[config.mk]
export PLATFORM = sky130hd
export DESIGN_NAME = irBurstTimer
export DESIGN_NICKNAME = d
export VERILOG_FILES = /design/src/rtl/irtx_pkg.sv /design/src/rtl/irtx_ctrl.sv /design/src/rtl/irtx_dp.sv /design/src/rtl/irBurstTimer.sv
export SDC_FILE = /design/constraint.sdc
export NUM_CORES = 1
export LEC_CHECK = 0
export ABC_CLOCK_PERIOD_IN_PS = 2600
export BUFFER_PORTS_ARGS = -buffer_cell sky130_fd_sc_hd__buf_2
export CAP_MARGIN = 20
export CELL_PAD_IN_SITES_DETAIL_PLACEMENT = 1
export CELL_PAD_IN_SITES_GLOBAL_PLACEMENT = 1
export CORE_ASPECT_RATIO = 0.7
export CORE_UTILIZATION = 25
export DETAILED_ROUTE_END_ITERATION = 8
export PLACE_DENSITY = 0.6
export REMOVE_ABC_BUFFERS = 1
export SLEW_MARGIN = 40
export SYNTH_ARGS = -nofsm -noshare
export SYNTH_HDL_FRONTEND = slang
export SYNTH_SLANG_ARGS = --single-unit
export TNS_END_PERCENT = 20
[constraint.sdc]
create_clock -name clk -period 2.6 [get_ports clk]
set_clock_uncertainty 0.15 [all_clocks]
set_input_delay 0.26 -clock clk [delete_from_list [all_inputs] [get_ports clk]]
set_output_delay 0.26 -clock clk [all_outputs]
set_load 0.005 [all_outputs]
[src/rtl/irtx_pkg.sv]
package irtx_pkg;
  typedef struct packed {
    logic load;   // nonzero value written to the counter
    logic stop;   // zero written to the counter
    logic tick;   // prescaled decrement
  } irStrobe_t;

  localparam int CARRIER_OFF_BIT = 2;
  localparam int LED_REL_BIT     = 3;
endpackage

[src/rtl/irtx_ctrl.sv]
module irtx_ctrl
  import irtx_pkg::*;
#(
  parameter int CNT_W    = 9,
  parameter int TICK_DIV = 4,
  parameter int CAR_HI   = 2,
  parameter int CAR_LO   = 3
) (
  input  logic             clk,
  input  logic             rstN,
  input  logic             wrCount,
  input  logic [CNT_W-1:0] wrData,
  input  logic             running,
  output irStrobe_t        strobe,
  output logic             carrierOn
);
  localparam int PRE_W = $clog2(TICK_DIV + 1);
  localparam int PER   = CAR_HI + CAR_LO;
  localparam int PH_W  = $clog2(PER + 1);

  logic [PRE_W-1:0] preCnt;
  logic [PH_W-1:0]  carPh;
  logic             preWrap;

  assign preWrap      = (preCnt == PRE_W'(TICK_DIV - 1));
  assign strobe.load  = wrCount && (wrData != '0);
  assign strobe.stop  = wrCount && (wrData == '0);
  assign strobe.tick  = running && !wrCount && preWrap;
  assign carrierOn    = (carPh < PH_W'(CAR_HI));

  always_ff @(posedge clk or negedge rstN) begin
    if (!rstN) begin
      preCnt <= '0;
    end else if (strobe.load || !running || preWrap) begin
      preCnt <= '0;
    end else begin
      preCnt <= preCnt + 1'b1;
    end
  end

  // Carrier phase runs freely during a burst, so a reload never cuts a period.
  always_ff @(posedge clk or negedge rstN) begin
    if (!rstN) begin
      carPh <= '0;
    end else if (!running) begin
      carPh <= '0;
    end else if (carPh == PH_W'(PER - 1)) begin
      carPh <= '0;
    end else begin
      carPh <= carPh + 1'b1;
    end
  end

  a_r4_phase_range: assert property (@(posedge clk) disable iff (!rstN)
    carPh < PH_W'(PER));
  a_r2_tick_needs_run: assert property (@(posedge clk) disable iff (!rstN)
    strobe.tick |-> running);
  a_r4_restart_high: assert property (@(posedge clk) disable iff (!rstN)
    (!running && strobe.load) |=> carrierOn);
endmodule

[src/rtl/irtx_dp.sv]
module irtx_dp
  import irtx_pkg::*;
#(
  parameter int CNT_W  = 9,
  parameter int CTRL_W = 4
) (
  input  logic              clk,
  input  logic              rstN,
  input  irStrobe_t         strobe,
  input  logic [CNT_W-1:0]  wrData,
  input  logic              wrCtrl,
  input  logic [CTRL_W-1:0] ctrlData,
  input  logic              carrierOn,
  output logic              running,
  output logic [CNT_W-1:0]  countOut,
  output logic              remOut,
  output logic              ledOut,
  output logic              ledOe,
  output logic              doneOut
);
  logic [CNT_W-1:0]  count;
  logic [CTRL_W-1:0] ctrlReg;

  assign running  = (count != '0);
  assign countOut = count;
  assign remOut   = running && (ctrlReg[CARRIER_OFF_BIT] || carrierOn);
  assign ledOut   = !running;
  assign ledOe    = !ctrlReg[LED_REL_BIT];

  always_ff @(posedge clk or negedge rstN) begin
    if (!rstN) begin
      count   <= '0;
      doneOut <= 1'b0;
    end else begin
      doneOut <= strobe.tick && (count == CNT_W'(1));
      if (strobe.load || strobe.stop) begin
        count <= wrData;
      end else if (strobe.tick) begin
        count <= count - 1'b1;
      end
    end
  end

  always_ff @(posedge clk or negedge rstN) begin
    if (!rstN) begin
      ctrlReg <= '0;
    end else if (wrCtrl) begin
      ctrlReg <= ctrlData;
    end
  end

  a_r2_load: assert property (@(posedge clk) disable iff (!rstN)
    (strobe.load || strobe.stop) |=> count == $past(wrData));
  a_r2_hold_zero: assert property (@(posedge clk) disable iff (!rstN)
    (count == '0 && !strobe.load) |=> count == '0);
  a_r6_rem_idle: assert property (@(posedge clk) disable iff (!rstN)
    (count == '0) |-> !remOut);
  a_r7_done_origin: assert property (@(posedge clk) disable iff (!rstN)
    doneOut |-> (count == '0 && $past(count) == CNT_W'(1)));
  a_r7_one_pulse: assert property (@(posedge clk) disable iff (!rstN)
    doneOut |=> !doneOut);
  a_r11_stop_quiet: assert property (@(posedge clk) disable iff (!rstN)
    strobe.stop |=> !doneOut);
endmodule

[src/rtl/irBurstTimer.sv]
module irBurstTimer
  import irtx_pkg::*;
#(
  parameter int CNT_W    = 9,
  parameter int CTRL_W   = 4,
  parameter int TICK_DIV = 4,
  parameter int CAR_HI   = 2,
  parameter int CAR_LO   = 3
) (
  input  logic              clk,
  input  logic              rstN,
  input  logic              wrCount,
  input  logic [CNT_W-1:0]  wrData,
  input  logic              wrCtrl,
  input  logic [CTRL_W-1:0] ctrlData,
  output logic [CNT_W-1:0]  countOut,
  output logic              remOut,
  output logic              ledOut,
  output logic              ledOe,
  output logic              doneOut
);
  irStrobe_t strobe;
  logic      running;
  logic      carrierOn;

  irtx_ctrl #(.CNT_W(CNT_W), .TICK_DIV(TICK_DIV), .CAR_HI(CAR_HI), .CAR_LO(CAR_LO)) uCtrl (
    .clk(clk), .rstN(rstN), .wrCount(wrCount), .wrData(wrData),
    .running(running), .strobe(strobe), .carrierOn(carrierOn)
  );

  irtx_dp #(.CNT_W(CNT_W), .CTRL_W(CTRL_W)) uDp (
    .clk(clk), .rstN(rstN), .strobe(strobe), .wrData(wrData),
    .wrCtrl(wrCtrl), .ctrlData(ctrlData), .carrierOn(carrierOn),
    .running(running), .countOut(countOut), .remOut(remOut),
    .ledOut(ledOut), .ledOe(ledOe), .doneOut(doneOut)
  );
endmodule

### Word-level counts from Yosys, hierarchy flattened

Index checks and enable logic that the tools add are counted.

* output and inout bits: 13
* bits of input ports: 17
* word-level logic and storage cells: 34
* register bits after elaboration: 20

* add/subtract/negate cells: 3
* multiplexer cells: 5
* magnitude comparators: 1
* equality and inequality tests: 3
* reductions and logical operators: 17

Operator list (number)
* $mux 9: 2
* $reduce_bool 9->1: 2
* $eq 9x1->1 const B: 1
* $logic_not 9->1: 1
* $mux 3: 3
* $sub 9x1->9 const B: 1
* $add 3x1->3 const B: 2
* $logic_and 1x1->1: 6
* $logic_or 1x1->1: 4
* $eq 3x2->1 const B: 1
* $eq 3x3->1 const B: 1
* $logic_not 1->1: 3
* $lt 3x2->1 const B: 1
* $reduce_bool 2->1: 1

### Longest topological paths before layout

Gate-level depths: netlist of run 1.

* depth in word-level cells: 5
* mapped depth: 6
* depth with buffers taken out: 5

### By module

Synthesis of run 1 repeated with hierarchy kept, for this count alone.

* cell total of the unflattened synthesis: 99
* area, all modules: 983.4 um^2

Modules (own cells, without submodules)
* irtx_dp: area an instance 644.4 um^2, seq. area each 300.3 um^2, cells each 68, times used 1
* irtx_ctrl: area an instance 339.1 um^2, seq. area each 150.1 um^2, cells each 31, times used 1

### Worst setup path before layout of run 1

OpenSTA, ideal clock, no wires.

* kind: reg2out
* from: register uDp.count[0] (netlist: uDp.countOut[0])
* to: output port remOut
* cell stages (with the launch flop): 6
* required time: 2190 ps
* data arrival time: 1702 ps
* path buffers: 0
* path slack: 488 ps
* cells stage by stage: dfrtp_1 -> inv_1 -> ha_1 -> or4b_2 -> nor2_2 -> nor2_1

* longest elaborated chain between the ends: 2

RTL lines
* start: declaration: RTL line irtx_dp.sv:21 `logic [CNT_W-1:0] count;`
* start signal: assignment: RTL line irtx_dp.sv:37 `count <= wrData;`
* start signal: assignment: RTL line irtx_dp.sv:39 `count <= count - 1'b1;`
* $reduce_bool 9->1: RTL line irtx_dp.sv:24 `assign running = (count != '0);`
* $logic_and 1x1->1: RTL line irtx_dp.sv:26 `assign remOut = running && (ctrlReg[CARRIER_OFF_BIT] || carrierOn);`
* end: declaration: RTL line irBurstTimer.sv:17 `output logic remOut,`

Every way passes these cells.

### Worst setup path in the final report of run 1

Ends and elaborated chain as after synthesis.

==> impl_metrics.yaml, run 1 <==
clock_tree:
  clk_pin_slew_ns: 0.07
  cts_buffers: 3
  cts_root_buf: "clkbuf_8"
  clkSinkCount: 18
  cts_setup_buffers: 0
  cts_tree: "built"
  clock_path_buffers: 2
  insertion_delay_ns: 0.26
  cts.htree.levels: 1
floorplan:
  die_h_um: 57.1
  start_util_pct: 26.9
  coreArea_um2: 4040
  rows: 19
  ios: 30
  die-width_um: 80.8
  dieArea_um2: 4620
sta:
  setup_violations: 0
  max_freq_mhz: 404
  relSlewSlack_pct: 59.9
  worst_slew_pin_slew_ns: 0.593
  period_minus_slack_ns: 2.48
  min_period_over_period_pct: 95.2
  finalSetupTns_ns: 0
  final-max-slew-violation-count: 0
  finalHoldViolCount: 0
  finalWorstSetupSlack_ns: 0.124
  timing.hold.ws_ns: 0.0767
grt:
  antenna_found_initial: 0
  use_met3_pct: 3.84
  met2_usage_pct: 24.1
  grt_busiest_layer: "met2"
  grt_pass1_vias: 1050
  grt-ovfl-total: 0
  grt_pass1_wl_um: 5310
  grt_max_degree: 20
  grt.total_usage_pct: 15.7
  grt_use_met1_pct: 21.2
placed_design:
  pre_cts_slack_ns: 0.387
  globalplace.congestion: 0.736
  io_buffer_count: 27
  dp_hpwl_um: 2460
finish:
  seqCellArea_um2: 450
  multi_input_area_um2: 566
  nFillCells: 494
  nets: 170
  layout-drive-gt1-share_pct: 26.9
  synthToLayoutAreaGrowth_pct: 23.5
  diodes: 0
job:
  drv_cap: 0
worst_setup_path:
  crit_fanout: 6
  crit_cells: 6
  worstSetupStartpointType: "register"
  rr_worst_depth: 6
  cpLargestDelayFamily: "simple AND/OR/NAND/NOR gates"
  crit_arrival_ns: 2.07
  crit_buf_inv: 2
  reg2reg_slack_ns: 0.44
  critPathSlowestCell: "or4b_2"
  reg2reg_from: "uDp.countOut[0]"
  critPathMaxStageDelay_ns: 0.66
  cp-startpoint: "uDp.countOut[0]"
  crit_chain: "inv_1, ha_2, or4b_2, nor2_2, nor2_1, buf_2"
  critPathKind: "reg2out"
  worstPathRequired_ns: 2.19
  worstReg2RegEnd: "uDp.countOut[3]"
  cp-endpoint: "remOut"
  end_kind: "output port"
synth:
  synth-seq-cells: 18
  async_flop_share_pct: 100
  synth_cell_types: 36
  synth-compound-area-share_pct: 15.8
  netlist_area_um2: 1090
  synth_top_area_share_pct: 41.5
  synth.avg_cell_area_um2: 9.36
  ys_top_cells_by_area: "dfrtp_1, ha_1, nor2_1, inv_1, nor4_1"
  synth_edf_count: 0
  synthAdderAreaFrac_pct: 8.06
  synth_mux_area_share_pct: 1.96
  yosys.area_share.simple_pct: 26.0
  synth_ff_type: "dfrtp_1"
  synth_top_family_by_area: "simple AND/OR/NAND/NOR gates"
  synth_xor_area_share_pct: 0
  synth_cells: 116
  seq_area_frac_synth_pct: 41.5
  yosysWarnings: 0
  yosysTopAreaCell: "dfrtp_1"
power:
  finalPower_uw: 837
  ir_drop_v: 0.000170
  p_leak_uw: 0.000596
  power.density_nw_per_um2: 624
drt:
  wl_per_cell_um: 16.4
  vias: 1033
  dr.first_iter.drc_count: 43
  dr.pass1.iters: 4
  drtAntennaViolNets: 0
  wl_um: 3240
  vias_per_cell: 5.24
  drc: 0
outcome:
  status: "finished, final reports clean"
hold_path:
  hold_class: "in2reg"
-- through the flow --
stage | cell area (um^2) | std cells | util (%)
floorplan | 1060 | 111 | -
global placement | 1270 | 192 | 31.5
detailed placement | 1270 | 192 | 31.5
CTS | 1340 | 197 | 33.1
global route | 1340 | 197 | 33.2
finish | 1340 | 197 | 33.2
-- cell usage in the layout, fill, tap and decap left out, types with 2 or more instances in the layout --
cell type  netlist  final
ha_1             7      6
nor2b_1          3      3
clkbuf_8         0      4
dfrtp_1         18     18
nand3_1          6      6
nor4b_1          3      3
o2111ai_1        3      3
a211o_1          2      2
nor2_1          13     13
a22oi_1          2      2
inv_1           12     12
a31oi_1          3      3
buf_2            0     27
o311ai_0         2      2
nor4_1           5      5
or4b_2           2      2
nor3_1           2      2
buf_4            0      2
a2bb2oi_1        2      2
or4_1            3      3
nand2_1          5      5
a21oi_1          3      3
o21ai_0          2      2
-- worst min-delay path: cells and delay by family --
| kind | cells | cell delay [ns] |
|---|---|---|
| buffers and inverters | 1 | 0.07 |
| AND/OR/NAND/NOR | 1 | 0.03 |
| AO/OA/AOI/OAI | 1 | 0.08 |
-- sequential cells by signal, indices dropped and copies added (netlist names) --
name          flops
uDp.countOut      9
uCtrl.carPh       3
uCtrl.preCnt      3
uDp.ctrlReg       2
uDp.doneOut       1
-- area by class of cell --
class                   count  area share, %
multi-input cells          81           42.2
flip-flops and latches     18           33.6
repair buffers             30           11.9
well taps                  52           4.85
clock buffers               4           4.10
inverters                  12           3.36
-- synth_stat cells, types with 5 or more instances --
| cell type | count |
|---|---|
| nor4_1 | 5 |
| ha_1 | 7 |
| nand3_1 | 6 |
| inv_1 | 12 |
| dfrtp_1 | 18 |
| nor2_1 | 13 |
| nand2_1 | 5 |
-- worst min-delay path by stage --
| stage | slack [ns] | to | from | cells past startpoint |
|---|---|---|---|---|
| 2_1_floorplan | -0.19 | uCtrl.carPh[0] | rstN | 0 |
| 3_3_place_gp | 0.07 | uDp.countOut[7] | rstN | 1 |
| 3_5_place_dp | 0.08 | uDp.countOut[7] | rstN | 1 |
| 4_1_cts | 0.09 | uDp.ctrlReg[3] | ctrlData[3] | 3 |
| 5_1_grt | 0.1 | uDp.ctrlReg[2] | ctrlData[2] | 2 |
| 6_report | 0.08 | uDp.ctrlReg[3] | ctrlData[3] | 3 |
-- power breakdown --
part	internal [uW]	switching, uW	leakage, uW
registers	327	52.9	0.000218
logic	104	116	0.000349
clock network	135	103	0.0000288
total	566	271	0.000596
-- logic make-up after synthesis --
logic type / after synthesis
DFF: 18
and+or+nand+nor: 49
AOI/OAI and AO/OA: 23
muxes: 2
buffers and inverters: 17
adders and majority gates: 7
-- timing repair --
action	in CTS	in global routing
gates resized for setup	0	1
hold endpoints to repair	18	0
hold buffers	1	0
endpoints found under the setup margin	0	1
-- metal layers --
layer  vias to the layer above  wire length [um]
li1                        488                 -
met2                        24              1460
met4                         0                59
met3                         6               148
met5                         -                 0
met1                       515              1560
Power figures use the tool's default switching activity.
==> inputs of run 2 (changes only) <==
ABC_AREA = 1   (was unset)
CORE_MARGIN = 3   (was unset)
CORE_UTILIZATION = 37   (was 25)
PLACE_DENSITY = 0.83   (was 0.6)
==> impl_metrics.yaml, run 2 <==
clock_tree:
  cts.htree.levels: 1
  cts_resized: 0
  hold_buffers: 1
  clock_path_buffers: 2
  cts_tree: "built"
  clk_pin_slew_ns: 0.07
  cts_root_buf: "clkbuf_8"
  cts_buffers: 3
  clkSinkCount: 18
  insertion_delay_ns: 0.26
  cts_setup_buffers: 0
power:
  power_frac_seq_pct: 42.3
  p_leak_uw: 0.000728
  combPwrFrac_pct: 36.0
  ir_drop_v: 0.000272
  p_clk_share_pct: 21.7
  p_int_uw: 577
  power.density_nw_per_um2: 691
  switching_share_pct: 38.0
  p_sw_uw: 354
  finalPower_uw: 931
synth:
  synthAdderAreaFrac_pct: 7.82
  yosysTopAreaCell: "dfrtp_1"
  synth.avg_cell_area_um2: 7.67
  netlist_area_um2: 1120
  synth_top_family_by_area: "simple AND/OR/NAND/NOR gates"
  synth_top_area_share_pct: 40.2
  ys_top_cells_by_area: "dfrtp_1, nand2_1, ha_1, nand3_1, nor2_1"
  yosys.area_share.simple_pct: 37.1
  synth_edf_count: 0
  seq_area_frac_synth_pct: 40.2
  synth_cell_types: 22
  synth_mux_area_share_pct: 1.01
  synth-seq-cells: 18
  synth_cells: 146
  async_flop_share_pct: 100
  ys_top_cells_by_count: "nand2_1, dfrtp_1, nor2_1, inv_1, nand3_1"
  yosysWarnings: 0
  synth_ff_type: "dfrtp_1"
  yosysMostFrequentCell: "nand2_1"
  synth-compound-area-share_pct: 4.69
  synth_xor_area_share_pct: 2.35
worst_setup_path:
  critPathKind: "reg2out"
  end_kind: "output port"
  worstSetupStartpointType: "register"
  crit_arrival_ns: 1.55
  worstPathRequired_ns: 2.19
  crit_fanout: 6
floorplan:
  coreArea_um2: 2840
  die-width_um: 71.8
  start_util_pct: 39.4
  rows: 16
  dieArea_um2: 3730
  ios: 30
  die_h_um: 52.0
finish:
  multi_input_area_um2: 593
  synthToLayoutAreaGrowth_pct: 20.2
  diodes: 0
  final_common_cell: "nand2_1"
  nets: 202
  largest_reg_flops: 9
  layout-drive-gt1-share_pct: 26.1
  seqCellArea_um2: 450
  layout_common_cells: "nand2_1, buf_2, dfrtp_1"
  nFillCells: 372
sta:
  relSlewSlack_pct: 71.5
  worst_slew_pin_slew_ns: 0.428
  final-max-slew-violation-count: 0
  finalWorstSetupSlack_ns: 0.645
  rsz0062_at_grt: "false"
  min_period_over_period_pct: 75.2
  setup_violations: 0
  finalHoldViolCount: 0
  max_freq_mhz: 511
  period_minus_slack_ns: 1.96
  finalSetupTns_ns: 0
drt:
  wl_met2_um: 1310
  vias: 1022
  wl_met3_um: 106
  drc: 0
  dr.pass1.iters: 4
  wl_um: 2870
  wl_per_cell_um: 13.5
  wl_met1_um: 1410
  routed.top_layer: "met4"
  dr.first_iter.drc_count: 27
  vias_per_cell: 4.82
  drtAntennaViolNets: 0
grt:
  grt_pass1_vias: 1035
  antenna_found_initial: 0
  grt_pass1_wl_um: 4750
  grt_max_degree: 19
  grt-ovfl-total: 0
  grt.total_usage_pct: 17.0
placed_design:
  io_buffer_count: 27
  pre_cts_slack_ns: 0.930
  globalplace.congestion: 0.816
  dp_hpwl_um: 2200
outcome:
  status: "finished, final reports clean"
hold_path:
  hold_class: "in2reg"
job:
  drv_cap: 0
[run 2: cell types whose count changed after synthesis, moves of 4 or more]
| cell | change |
|---|---|
| o21ai_0 | +4 |
| nor2_1 | +4 |
| nand2_1 | +36 |
| nor4_1 | -5 |
| inv_2 | +5 |
| nand3_1 | +7 |
[run 2: power groups by stage]
stage	Sequential (uW)	Combinational [uW]	Clock [uW]
final	394	335	202
after global routing	403	386	223
after CTS	394	338	211
after detailed placement	399	334	0
after global placement	394	306	0
after floorplan	389	221	0
[run 2: logic make-up after synthesis]
kind of cell	count (synthesis)
flip-flops	18
buffers and inverters	20
multiplexers	1
AND/OR/NAND/NOR	87
AO/OA/AOI/OAI	10
adder cells (fa/ha/maj)	7
XOR/XNOR	3
[run 2: worst max-delay path, cell delays in order (launching register included)]
cell	delay [ns]
dfrtp_1	0.37
inv_1	0.14
ha_1	0.18
nand2_1	0.06
nor2_2	0.15
nand2_4	0.09
inv_2	0.12
nor2_1	0.05
buf_2	0.12
[run 2: layout make-up]
| class | count | area share, % |
|---|---|---|
| clock buffers | 3 | 3.07 |
| inverters | 19 | 5.30 |
| multi-input cells | 108 | 44.1 |
| flip-flops and latches | 18 | 33.5 |
| well taps | 36 | 3.35 |
| repair buffers | 28 | 10.8 |
[run 2: worst paths after layout]
kind / cells after the start / slack (ns) / startpoint / end
worst max-delay path: 8 / 0.64 / uDp.countOut[1] / remOut
worst min-delay path: 3 / 0.05 / ctrlData[3] / uDp.ctrlReg[3]
worst max register to register: 9 / 1.01 / uDp.countOut[1] / uDp.countOut[0]
worst min register to register: 1 / 0.28 / uCtrl.preCnt[0] / uCtrl.preCnt[0]
max in group asynchronous: 2 / 1.68 / rstN / uDp.countOut[0]
min in group asynchronous: 2 / 0.32 / rstN / uDp.ctrlReg[2]
[run 2: through the flow]
step / hold WS [ns] / cells / utilization, % / area, um^2
6_report: 0.0476 / 212 / 47.4 / 1350
3_3_place_gp: 0.0667 / 208 / 45.6 / 1290
5_1_grt: 0.0645 / 212 / 47.4 / 1350
3_5_place_dp: 0.0745 / 208 / 45.6 / 1290
2_1_floorplan: -0.186 / 145 / - / 1110
4_1_cts: 0.0473 / 212 / 47.4 / 1350
[run 2: routing by layer]
metal  up-vias  track usage (%)
li1        520                -
met1       484             21.1
met2        13             27.9
met3         5             5.21
met4         0             6.56
met5         -                0
